[src/rtl/flc_pkg.sv]
package flc_pkg;
    typedef enum logic [3:0] {
        ST_ARRAY,
        ST_STATUS,
        ST_ID,
        ST_QUERY,
        ST_PROG,
        ST_ERASE,
        ST_BCOUNT,
        ST_BDATA,
        ST_BCONF,
        ST_LOCK
    } flc_state_e;

    typedef enum logic [1:0] {
        RM_ARRAY,
        RM_STATUS,
        RM_ID,
        RM_QUERY
    } flc_rmode_e;

    localparam logic [7:0] OP_PROG_A  = 8'h10;
    localparam logic [7:0] OP_PROG_B  = 8'h40;
    localparam logic [7:0] OP_ERASE   = 8'h20;
    localparam logic [7:0] OP_CLEAR   = 8'h50;
    localparam logic [7:0] OP_LOCK    = 8'h60;
    localparam logic [7:0] OP_STATUS  = 8'h70;
    localparam logic [7:0] OP_IDENT   = 8'h90;
    localparam logic [7:0] OP_QUERY   = 8'h98;
    localparam logic [7:0] OP_BUFWR   = 8'hE8;
    localparam logic [7:0] OP_CONFIRM = 8'hD0;
    localparam logic [7:0] OP_SETLOCK = 8'h01;

    localparam logic [7:0] SB_READY   = 8'h80;
    localparam logic [7:0] SB_ERASEER = 8'h20;
    localparam logic [7:0] SB_PROGER  = 8'h10;
endpackage

[src/rtl/flc_store.sv]
module flc_store #(
    parameter int BANK_BYTES   = 2,
    parameter int ADDR_W       = 8,
    parameter int SECTOR_BYTES = 64
) (
    input  logic                    clk,
    input  logic                    rst_n,
    input  logic [ADDR_W-1:0]       addr,
    input  logic [8*BANK_BYTES-1:0] wdata,
    input  logic                    we,
    input  logic                    erase_en,
    output logic [8*BANK_BYTES-1:0] rword
);
    localparam int DEPTH = 1 << ADDR_W;

    logic [7:0] mem [DEPTH];
    int word_idx;
    int sec_base;

    always_comb begin
        word_idx = int'(addr) / BANK_BYTES;
        sec_base = (int'(addr) / SECTOR_BYTES) * SECTOR_BYTES;
    end

    always_ff @(posedge clk or negedge rst_n) begin
        if (!rst_n) begin
            for (int i = 0; i < DEPTH; i++) mem[i] <= 8'hFF;
        end else begin
            for (int i = 0; i < DEPTH; i++) begin
                if (erase_en && (i / SECTOR_BYTES) * SECTOR_BYTES == sec_base)
                    mem[i] <= 8'hFF;
                else if (we && (i / BANK_BYTES) == word_idx)
                    mem[i] <= wdata[8*(i % BANK_BYTES) +: 8];
            end
        end
    end

    genvar b;
    generate
        for (b = 0; b < BANK_BYTES; b++) begin : g_rd
            assign rword[8*b +: 8] = mem[ADDR_W'(word_idx * BANK_BYTES + b)];
        end
    endgenerate

    // the first byte of an erased sector reads 0xFF right after the erase
    assert_erase_fill_R3: assert property (@(posedge clk) disable iff (!rst_n)
        erase_en |=> mem[ADDR_W'($past(sec_base))] == 8'hFF);
endmodule

[src/rtl/flc_readmux.sv]
module flc_readmux
    import flc_pkg::*;
#(
    parameter int         BANK_BYTES   = 2,
    parameter int         DEV_BYTES    = 1,
    parameter int         ADDR_W       = 8,
    parameter int         SECTOR_BYTES = 64,
    parameter logic [7:0] MANUF_ID     = 8'h89,
    parameter logic [7:0] DEVICE_ID    = 8'h18
) (
    input  logic                    clk,
    input  logic                    rst_n,
    input  logic                    rd_en,
    input  logic [ADDR_W-1:0]       addr,
    input  flc_rmode_e              rmode,
    input  logic [7:0]              status,
    input  logic [8*BANK_BYTES-1:0] aword,
    output logic [8*BANK_BYTES-1:0] rdata
);
    localparam int DW       = 8 * BANK_BYTES;
    localparam int LW       = 8 * DEV_BYTES;
    localparam int NLANES   = BANK_BYTES / DEV_BYTES;
    localparam int DEPTH    = 1 << ADDR_W;
    localparam int DEV_SIZE = DEPTH / NLANES;
    localparam int BLK_DEV  = (DEPTH / SECTOR_BYTES) / NLANES;
    localparam int BUF_EXP  = (BANK_BYTES == 1) ? 8 : 11;
    localparam int TBL_LAST = 'h51;

    function automatic logic [7:0] query_byte(input int off);
        logic [7:0] v;
        v = 8'h00;
        if (off <= TBL_LAST) begin
            case (off)
                'h10: v = 8'h51;
                'h11: v = 8'h52;
                'h12: v = 8'h59;
                'h13: v = 8'h01;
                'h27: v = 8'($clog2(DEV_SIZE));
                'h28: v = 8'h02;
                'h2A: v = 8'(BUF_EXP);
                'h2C: v = 8'h01;
                'h2D: v = 8'(BLK_DEV - 1);
                'h2E: v = 8'((BLK_DEV - 1) >> 8);
                'h2F: v = 8'(SECTOR_BYTES >> 8);
                'h30: v = 8'(SECTOR_BYTES >> 16);
                default: v = 8'h00;
            endcase
        end
        return v;
    endfunction

    int            dev_off;
    logic [LW-1:0] lane_val;
    logic [DW-1:0] repl;
    logic [DW-1:0] rd_next;

    always_comb begin
        dev_off  = int'(addr) / BANK_BYTES;
        lane_val = '0;
        unique case (rmode)
            RM_STATUS: lane_val = LW'(status);
            RM_ID: begin
                if ((dev_off & 'hFF) == 0)      lane_val = LW'(MANUF_ID);
                else if ((dev_off & 'hFF) == 1) lane_val = LW'(DEVICE_ID);
                else                            lane_val = '0;
            end
            RM_QUERY: lane_val = LW'(query_byte(dev_off));
            default:  lane_val = '0;
        endcase
    end

    genvar g;
    generate
        for (g = 0; g < NLANES; g++) begin : g_lane
            assign repl[g*LW +: LW] = lane_val;
        end
    endgenerate

    assign rd_next = (rmode == RM_ARRAY) ? aword : repl;

    always_ff @(posedge clk or negedge rst_n) begin
        if (!rst_n)     rdata <= '0;
        else if (rd_en) rdata <= rd_next;
    end

    // a status read carries the status byte in lane 0 and the same value in the top lane
    assert_status_lane0_R8: assert property (@(posedge clk) disable iff (!rst_n)
        rd_en && rmode == RM_STATUS |=> rdata[7:0] == $past(status));
    assert_status_top_R8: assert property (@(posedge clk) disable iff (!rst_n)
        rd_en && rmode == RM_STATUS |=> rdata[DW-1 -: LW] == rdata[LW-1:0]);
endmodule

[src/rtl/flc_fsm.sv]
module flc_fsm
    import flc_pkg::*;
#(
    parameter int CW = 8
) (
    input  logic          clk,
    input  logic          rst_n,
    input  logic          wr_en,
    input  logic [7:0]    cmd,
    input  logic [CW-1:0] count_val,
    input  logic          ro,
    output logic          prog_go,
    output logic          erase_go,
    output logic [7:0]    status,
    output flc_rmode_e    rmode
);
    flc_state_e    state_q, state_d;
    logic [7:0]    status_q, status_d;
    logic [CW-1:0] cnt_q, cnt_d;
    logic          idle;

    assign idle = (state_q == ST_ARRAY) || (state_q == ST_STATUS) ||
                  (state_q == ST_ID)    || (state_q == ST_QUERY);

    always_ff @(posedge clk or negedge rst_n) begin
        if (!rst_n) begin
            state_q  <= ST_ARRAY;
            status_q <= 8'h00;
            cnt_q    <= '0;
        end else begin
            state_q  <= state_d;
            status_q <= status_d;
            cnt_q    <= cnt_d;
        end
    end

    always_comb begin
        state_d  = state_q;
        status_d = status_q;
        cnt_d    = cnt_q;
        prog_go  = 1'b0;
        erase_go = 1'b0;
        if (wr_en) begin
            unique case (state_q)
                ST_ARRAY, ST_STATUS, ST_ID, ST_QUERY: begin
                    case (cmd)
                        OP_PROG_A, OP_PROG_B: state_d = ST_PROG;
                        OP_ERASE:  state_d = ST_ERASE;
                        OP_BUFWR: begin
                            status_d = status_q | SB_READY;
                            state_d  = ST_BCOUNT;
                        end
                        OP_CLEAR: begin
                            status_d = 8'h00;
                            state_d  = ST_STATUS;
                        end
                        OP_LOCK:   state_d = ST_LOCK;
                        OP_STATUS: state_d = ST_STATUS;
                        OP_IDENT:  state_d = ST_ID;
                        OP_QUERY:  state_d = ST_QUERY;
                        default:   state_d = ST_ARRAY;
                    endcase
                end
                ST_PROG: begin
                    if (ro) status_d = status_q | SB_PROGER | SB_READY;
                    else begin
                        prog_go  = 1'b1;
                        status_d = status_q | SB_READY;
                    end
                    state_d = ST_STATUS;
                end
                ST_ERASE: begin
                    if (cmd == OP_CONFIRM) begin
                        if (ro) status_d = status_q | SB_ERASEER | SB_READY;
                        else begin
                            erase_go = 1'b1;
                            status_d = status_q | SB_READY;
                        end
                        state_d = ST_STATUS;
                    end else begin
                        state_d = ST_ARRAY;
                    end
                end
                ST_BCOUNT: begin
                    cnt_d   = count_val;
                    state_d = ST_BDATA;
                end
                ST_BDATA: begin
                    if (ro) status_d = status_q | SB_PROGER;
                    else    prog_go  = 1'b1;
                    if (cnt_q == '0) state_d = ST_BCONF;
                    else             cnt_d   = cnt_q - 1'b1;
                end
                ST_BCONF: begin
                    if (cmd == OP_CONFIRM) begin
                        status_d = status_q | SB_READY;
                        state_d  = ST_STATUS;
                    end else begin
                        state_d = ST_ARRAY;
                    end
                end
                ST_LOCK: begin
                    if (cmd == OP_SETLOCK || cmd == OP_CONFIRM) begin
                        status_d = status_q | SB_READY;
                        state_d  = ST_STATUS;
                    end else begin
                        state_d = ST_ARRAY;
                    end
                end
                default: state_d = ST_ARRAY;
            endcase
        end
    end

    always_comb begin
        unique case (state_q)
            ST_ARRAY: rmode = RM_ARRAY;
            ST_ID:    rmode = RM_ID;
            ST_QUERY: rmode = RM_QUERY;
            default:  rmode = RM_STATUS;
        endcase
    end

    assign status = status_q;

    function automatic logic is_known(input logic [7:0] c);
        return c == OP_PROG_A || c == OP_PROG_B || c == OP_ERASE || c == OP_CLEAR ||
               c == OP_LOCK || c == OP_STATUS || c == OP_IDENT || c == OP_QUERY ||
               c == OP_BUFWR;
    endfunction

    assert_prog_ready_R2: assert property (@(posedge clk) disable iff (!rst_n)
        wr_en && state_q == ST_PROG |=> status_q[7] && state_q == ST_STATUS);
    assert_buf_last_R4: assert property (@(posedge clk) disable iff (!rst_n)
        wr_en && state_q == ST_BDATA && cnt_q == '0 |=> state_q == ST_BCONF);
    assert_buf_abort_R5: assert property (@(posedge clk) disable iff (!rst_n)
        wr_en && state_q == ST_BCONF && cmd != OP_CONFIRM |=> state_q == ST_ARRAY);
    assert_lock_other_R6: assert property (@(posedge clk) disable iff (!rst_n)
        wr_en && state_q == ST_LOCK && cmd != OP_SETLOCK && cmd != OP_CONFIRM
        |=> state_q == ST_ARRAY);
    assert_clear_R7: assert property (@(posedge clk) disable iff (!rst_n)
        wr_en && idle && cmd == OP_CLEAR |=> status_q == 8'h00);
    assert_unknown_R11: assert property (@(posedge clk) disable iff (!rst_n)
        wr_en && idle && !is_known(cmd) |=> state_q == ST_ARRAY);
    assert_ro_guard_R12: assert property (@(posedge clk) disable iff (!rst_n)
        ro |-> !prog_go && !erase_go);
    assert_ro_progerr_R12: assert property (@(posedge clk) disable iff (!rst_n)
        wr_en && ro && state_q == ST_PROG |=> status_q[4]);
endmodule

[src/rtl/flc_top.sv]
module flc_top
    import flc_pkg::*;
#(
    parameter int         BANK_BYTES   = 2,
    parameter int         DEV_BYTES    = 1,
    parameter int         ADDR_W       = 8,
    parameter int         SECTOR_BYTES = 64,
    parameter logic [7:0] MANUF_ID     = 8'h89,
    parameter logic [7:0] DEVICE_ID    = 8'h18
) (
    input  logic                    clk,
    input  logic                    rst_n,
    input  logic [ADDR_W-1:0]       addr,
    input  logic                    wr_en,
    input  logic [8*BANK_BYTES-1:0] wdata,
    input  logic                    rd_en,
    output logic [8*BANK_BYTES-1:0] rdata,
    input  logic                    ro
);
    localparam int DW = 8 * BANK_BYTES;
    localparam int CW = 8 * DEV_BYTES;

    logic          prog_go, erase_go;
    logic [7:0]    status;
    flc_rmode_e    rmode;
    logic [DW-1:0] aword;

    flc_fsm #(.CW(CW)) u_fsm (
        .clk       (clk),
        .rst_n     (rst_n),
        .wr_en     (wr_en),
        .cmd       (wdata[7:0]),
        .count_val (wdata[CW-1:0]),
        .ro        (ro),
        .prog_go   (prog_go),
        .erase_go  (erase_go),
        .status    (status),
        .rmode     (rmode)
    );

    flc_store #(
        .BANK_BYTES   (BANK_BYTES),
        .ADDR_W       (ADDR_W),
        .SECTOR_BYTES (SECTOR_BYTES)
    ) u_store (
        .clk      (clk),
        .rst_n    (rst_n),
        .addr     (addr),
        .wdata    (wdata),
        .we       (prog_go),
        .erase_en (erase_go),
        .rword    (aword)
    );

    flc_readmux #(
        .BANK_BYTES   (BANK_BYTES),
        .DEV_BYTES    (DEV_BYTES),
        .ADDR_W       (ADDR_W),
        .SECTOR_BYTES (SECTOR_BYTES),
        .MANUF_ID     (MANUF_ID),
        .DEVICE_ID    (DEVICE_ID)
    ) u_rmux (
        .clk    (clk),
        .rst_n  (rst_n),
        .rd_en  (rd_en),
        .addr   (addr),
        .rmode  (rmode),
        .status (status),
        .aword  (aword),
        .rdata  (rdata)
    );
endmodule

[config.mk]
export PLATFORM = sky130hd
export DESIGN_NAME = flc_top
export DESIGN_NICKNAME = d
export VERILOG_FILES = /design/src/rtl/flc_pkg.sv /design/src/rtl/flc_store.sv /design/src/rtl/flc_readmux.sv /design/src/rtl/flc_fsm.sv /design/src/rtl/flc_top.sv
export SDC_FILE = /design/constraint.sdc
export NUM_CORES = 2
export LEC_CHECK = 0
export BUFFER_PORTS_ARGS = -buffer_cell sky130_fd_sc_hd__buf_2
export CORE_MARGIN = 5
export CORE_UTILIZATION = 49
export DETAILED_ROUTE_END_ITERATION = 10
export PLACE_DENSITY = 0.65
export SLEW_MARGIN = 30
export SYNTH_ARGS = -nofsm -noshare
export SYNTH_HDL_FRONTEND = slang
export SYNTH_SLANG_ARGS = --single-unit
[constraint.sdc]
create_clock -name clk -period 1.9 [get_ports clk]
set_input_delay 0.285 -clock clk [delete_from_list [all_inputs] [get_ports clk]]
set_output_delay 0.285 -clock clk [all_outputs]
set_load 0.05 [all_outputs]
======== Word-level counts from Yosys, hierarchy flattened ========
Index checks and enable logic that the tools add are counted.
W data, S select, Z words.
word-level totals
  bits in registers ....................... 2084
  input port bits ......................... 29
operators by class
  add/sub/neg operators ................... 2
  $lt $le $gt $ge ......................... 3
  equal/unequal tests ..................... 174
  multiplexer cells ....................... 546
  bitwise operators ....................... 8
  reduce and logical (&&, ||, !) cells .... 283
operators with widths
  cell                  count
  $mux W8               522
  $eq A7 B7 Y1 const A  64
  $reduce_bool A2 Y1    130
  $eq A6 B7 Y1 const A  32
  $logic_and A1 B1 Y1   132
  $bmux W8 S8           2
  $eq A5 B7 Y1 const A  16
  $logic_not A32 Y1     3
  $eq A4 B7 Y1 const A  8
  $pmux W7 S7           1
  $pmux W8 S6           1
  $eq A7 B6 Y1 const B  5
  $eq A8 B7 Y1 const B  4
  $eq A8 B8 Y1 const B  4
  $pmux W8 S2           2
  $eq A3 B7 Y1 const A  4
  $eq A7 B5 Y1 const B  4
  $pmux W4 S7           1
  $pmux W4 S6           1
  $pmux W8 S3           1
  $ge A8 B9 Y1 const B  2
  $reduce_and A9 Y1     2
  $eq A4 B3 Y1 const B  4
  $mux W16              1
  39 further kinds      70

======== Depth between registers and ports, before layout ========
  depth after elaboration ................. 7
  depth in mapped cells ................... 12

======== Modules after synthesis ========
From an unflattened synthesis, not the netlist that was laid out.
unflattened totals
  cells, all modules ...................... 10865
  area, all modules ....................... 103158.9 sq um
modules (own cells, without submodules)
  module       instances  cells each  area each (sq um)
  flc_store    1          10586       100886.8
  flc_fsm      1          163         1282.5
  flc_readmux  1          116         989.7

======== Worst setup path after synthesis ========
OpenSTA, ideal clock, no wires.
  path type ............................... input -> register
  from .................................... in addr[1]
  to ...................................... reg u_rmux.rdata[4]
  data arrival time ....................... 2013 ps
  slack ................................... -245 ps
  cell stages on the path ................. 9
  buffers on the path ..................... 4
  cell sequence ........................... buf_6 buf_6 buf_6 buf_4 mux4_2 a22oi_1 nand3_1 nor4_1 o22ai_1
between the ends
  cells in the longest elaborated chain, start to end .. 6
  elaborated cells between the ends (all ways) .. 23
  those cells by class .................... order compare (1); eq/ne (10); mux (9); bitwise (1); reduce/logical (2)
RTL lines
  element                                                             line               text
  start, declared                                                     flc_top.sv:13      input logic [ADDR_W-1:0] addr,
  parallel branches: the longest is 5 deep, another holds $not A8 Y8  --
  $mux W16 *                                                          flc_readmux.sv:79  assign rd_next = (rmode == RM_ARRAY) ? aword : repl;
  end signal, assigned                                                flc_readmux.sv:83  else if (rd_en) rdata <= rd_next;
  end, declared                                                       flc_readmux.sv:18  output logic [8*BANK_BYTES-1:0] rdata
Every way passes the cells marked *. The select of a mux whose other input is x is not followed.
A chain may end at the register's enable or synchronous reset.

======== Worst setup path after layout ========
  from .................................... reg u_fsm.state_q[3]
  to ...................................... reg u_store.mem[1229] (netlist name)
between the ends
  cells in the longest elaborated chain, start to end .. 6
  elaborated cells between the ends (all ways) .. 12
  those cells by class .................... eq/ne (3); mux (5); reduce/logical (4)
RTL lines
  element                              line             text
  start, declared                      flc_fsm.sv:17    flc_state_e state_q, state_d;
  start signal, assigned               flc_fsm.sv:31    state_q <= state_d;
  $eq A4 B3 Y1                         flc_fsm.sv:44    unique case (state_q)
  $reduce_or A2 Y1 (no source line)    --
  $mux W1                              --
  $mux W1                              flc_fsm.sv:43    if (wr_en) begin
  $logic_and A1 B1 Y1                  flc_store.sv:32  else if (we && (i / BANK_BYTES) == word_idx)
  $reduce_bool A2 Y1 (no source line)  --
  end signal, assigned by index        flc_store.sv:33  mem[i] <= wdata[8*(i % BANK_BYTES) +: 8];
  end, declared                        flc_store.sv:16  logic [7:0] mem [DEPTH];
Several ways; a longest one is shown, not always the timed one.

==> results.toml <==
[outcome]
status = "finished with violations"
violations = "negative setup slack"

[synthesis]
synth_nets = 10738
synth-edff-count = 0
yosys.area.top_type = "dfstp_2"
yosys_warnings = 0
ys_types = 81
ys_seq_area_share_pct = 52.4
yosys_most_used_dff = "dfstp_2"
syn_inst = 10707
async_flop_share_pct = 100
synth_top_area_share_pct = 51.7
syn-cell-area_mm2 = 0.104
synth-seq-cells = 2079
synth_area_leaders = "dfstp_2, nand2_1, mux4_2"
syn_avg_cell_area_um2 = 9.73

[die]
design.core.area_mm2 = 0.212
start_util_pct = 49.2
ios = 45
die_area_mm2 = 0.222
fp.dieH_um = 471
die_x_um = 471
fp-row-count = 169

[timing]
clock_skew_ns = 0.0680
final.setup.tns_ns = -873.30
report.final.slew_viol_count = 0
final.min_clock_period_ns = 2.47
maxSlewHeadroom_pct = 26.8
hold_slack_ns = 0.244
timing.final.ws_setup_ns = -0.570
final_hold_viol_count = 0
rsz0062_at_grt = "yes"
post-route-period-util_pct = 130
max_freq_mhz = 405
setup_viol = 2087
tightest_slew_ns = 1.10

[power]
ir_drop_mv = 0.879
clock_power_share_pct = 44.1
switching_share_pct = 25.8
switchingPower_mw = 26.8
p_total_mw = 104
leakage_nw = 57.1
seqPwrFrac_pct = 45.5
p_comb_share_pct = 10.3
p_int_mw = 76.9
powerDensity_mw_per_mm2 = 778

[detailed_routing]
viasPerCell = 6.49
drt_first_pass_iters = 9
wl_met3_mm = 50.5
wl_met1_mm = 158
drcViolationCount = 0
vias = 94158
dr_wl_met2_mm = 184
drt-total-wl_mm = 426
wl_per_cell_um = 29.3
drtAntennaViolNets = 0
top_layer_used = "met5"
dr.first_iter.drc_count = 13398

[clock_network]
cts.sinks = 2079
cts_tree = "done"
worstSkewPairLatency_ns = 0.91
cts_buffers = 219
clockRootBuffer = "clkbuf_16"
path_clk_slew_ns = 0.06
clk_path_buf_depth = 3
htree_num_levels = 4

[worst_setup_path]
cp_slowest_cell = "dfrtp_2"
crit_required_ns = 2.71
cp.depth = 12
setup.worst_path.start_class = "flop"
r2r_cells = 12
crit_chain = "and4bb_4 > buf_4 > buf_6 > nand2_8 > buf_12 > nor3_4 > buf_6 > buf_12 > buf_6 > nand2_8 > buf_12 > o211ai_1"
worstPathArrival_ns = 3.28
crit_buf_inv = 7
critical-path-top-delay-family = "buffers and inverters"
critPathMaxStageDelay_ns = 0.43
endpoint_kind = "flop"
crit_type = "reg2reg"
crit_fanout = 7

[grt]
grt_pass1_vias = 92230
grt_pass1_wl_mm = 621
grt_max_degree = 130
grt_usage_pct = 37.0
grt-ovfl-total = 0
grt_antenna_before_repair = 11

[place]
routabilityCongestion = 1.02
hpwl_mm = 277
io_buffer_count = 43
placed_area_mm2 = 0.120

[finish]
final_cell_mix = "nand2_1, dfstp_2, nand3_1, buf_4, o21ai_0"
regArea_mm2 = 0.0546
layout.nets = 11540
drive_above_1_share_pct = 43.8
multi_input_area_mm2 = 0.0474
nFillCells = 16436
fin_area_mm2 = 0.133
syn_to_final_growth_pct = 27.9
final_common_cell = "nand2_1"

[worst_hold_path]
whs_path_depth = 4
hp-class = "in2reg"

[job]
maxCapViolations = 0
==> per-stage QoR <==
stage	setup WS (ns)	utilization (%)	instances
after CTS	-0.449	61.9	14441
after global placement	-1.58	56.6	13922
after global routing	-0.598	62.9	14511
final	-0.570	62.9	14517
after detailed placement	-1.46	56.6	13922
after floorplan	-0.157	-	10707
==> state kept, by name, indices dropped and copies added (netlist names) <==
register and count:
u_fsm.status 3, u_store.mem 2048, u_fsm.state_q 4, u_rmux.rdata 16
u_fsm.cnt_q 8
==> per-layer routing <==
layer	vias to the layer above	GRT usage (%)
met5	-	0
met4	6	23.1
met3	1476	10.0
met2	6436	54.2
met1	47492	49.1
li1	38748	-
==> layout make-up <==
type / instances / share of cell area [%]
Sequential cell: 2079 / 41.0
Multi-Input combinational cell: 7545 / 35.5
Timing Repair Buffer: 1651 / 15.1
Clock buffer: 310 / 4.75
Tap cell: 2821 / 2.65
Clock inverter: 91 / 0.974
Inverter: 13 / 0.0404
Antenna cell: 7 / 0.0131
==> kinds of logic after synthesis <==
logic type               share of synthesized area [%]
AND/OR/NAND/NOR                                   23.0
flip-flops                                        52.4
AO/OA/AOI/OAI                                     7.40
buffers and inverters                             4.92
multiplexers                                      12.2
XOR/XNOR                                        0.0168
adder cells (fa/ha/maj)                         0.0240
==> worst reg2reg max path, cell delays in order (launching register included) <==
cell and delay (ns):
dfrtp_2 0.43, and4bb_4 0.42, buf_4 0.14, buf_6 0.10, nand2_8 0.08, buf_12 0.16
nor3_4 0.21, buf_6 0.16, buf_12 0.13, buf_6 0.11, nand2_8 0.07, buf_12 0.16
o211ai_1 0.20
==> path summary, 6_finish.rpt <==
check	startpoint	to	slack (ns)
hold reg to reg	u_store.mem[1728]	u_store.mem[1728]	0.48
max in group asynchronous	rst_n	u_store.mem[1652]	0.91
setup / recovery	u_fsm.state_q[3]	u_store.mem[1229]	-0.57
setup reg to reg	u_fsm.state_q[3]	u_store.mem[1229]	-0.57
min in group asynchronous	rst_n	u_store.mem[157]	0.30
hold / removal	wdata[10]	u_store.mem[850]	0.24
==> synth_stat cells, drive strengths merged (32+ instances only) <==
library cell and count:
nor2 535, a21oi 223, mux2i 218, nand3 1819, clkbuf 615, nand2 2796, mux4 451, o22ai 49
nor3 207, a22oi 125, buf 455, o211ai 114, dfstp 2048, o21ai 729, mux2 32
==> timing repair <==
item	in CTS	in global routing
gates cloned	47	41
pin swaps	80	74
gates resized for setup	373	308
endpoints found under the setup margin	2083	2086
hold buffers	21	0
buffers inserted	58	35
hold endpoints to repair	803	0
==> power by group through the flow <==
stage               combinational, mW  sequential [mW]  clock [mW]
floorplan                        4.59             47.7           0
global placement                 9.82             47.7           0
detailed placement               9.97             47.8           0
CTS                              10.4             47.2        46.1
global route                     11.2             47.3        48.0
finish                           10.7             47.2        45.8
Power figures use the tool's default switching activity.
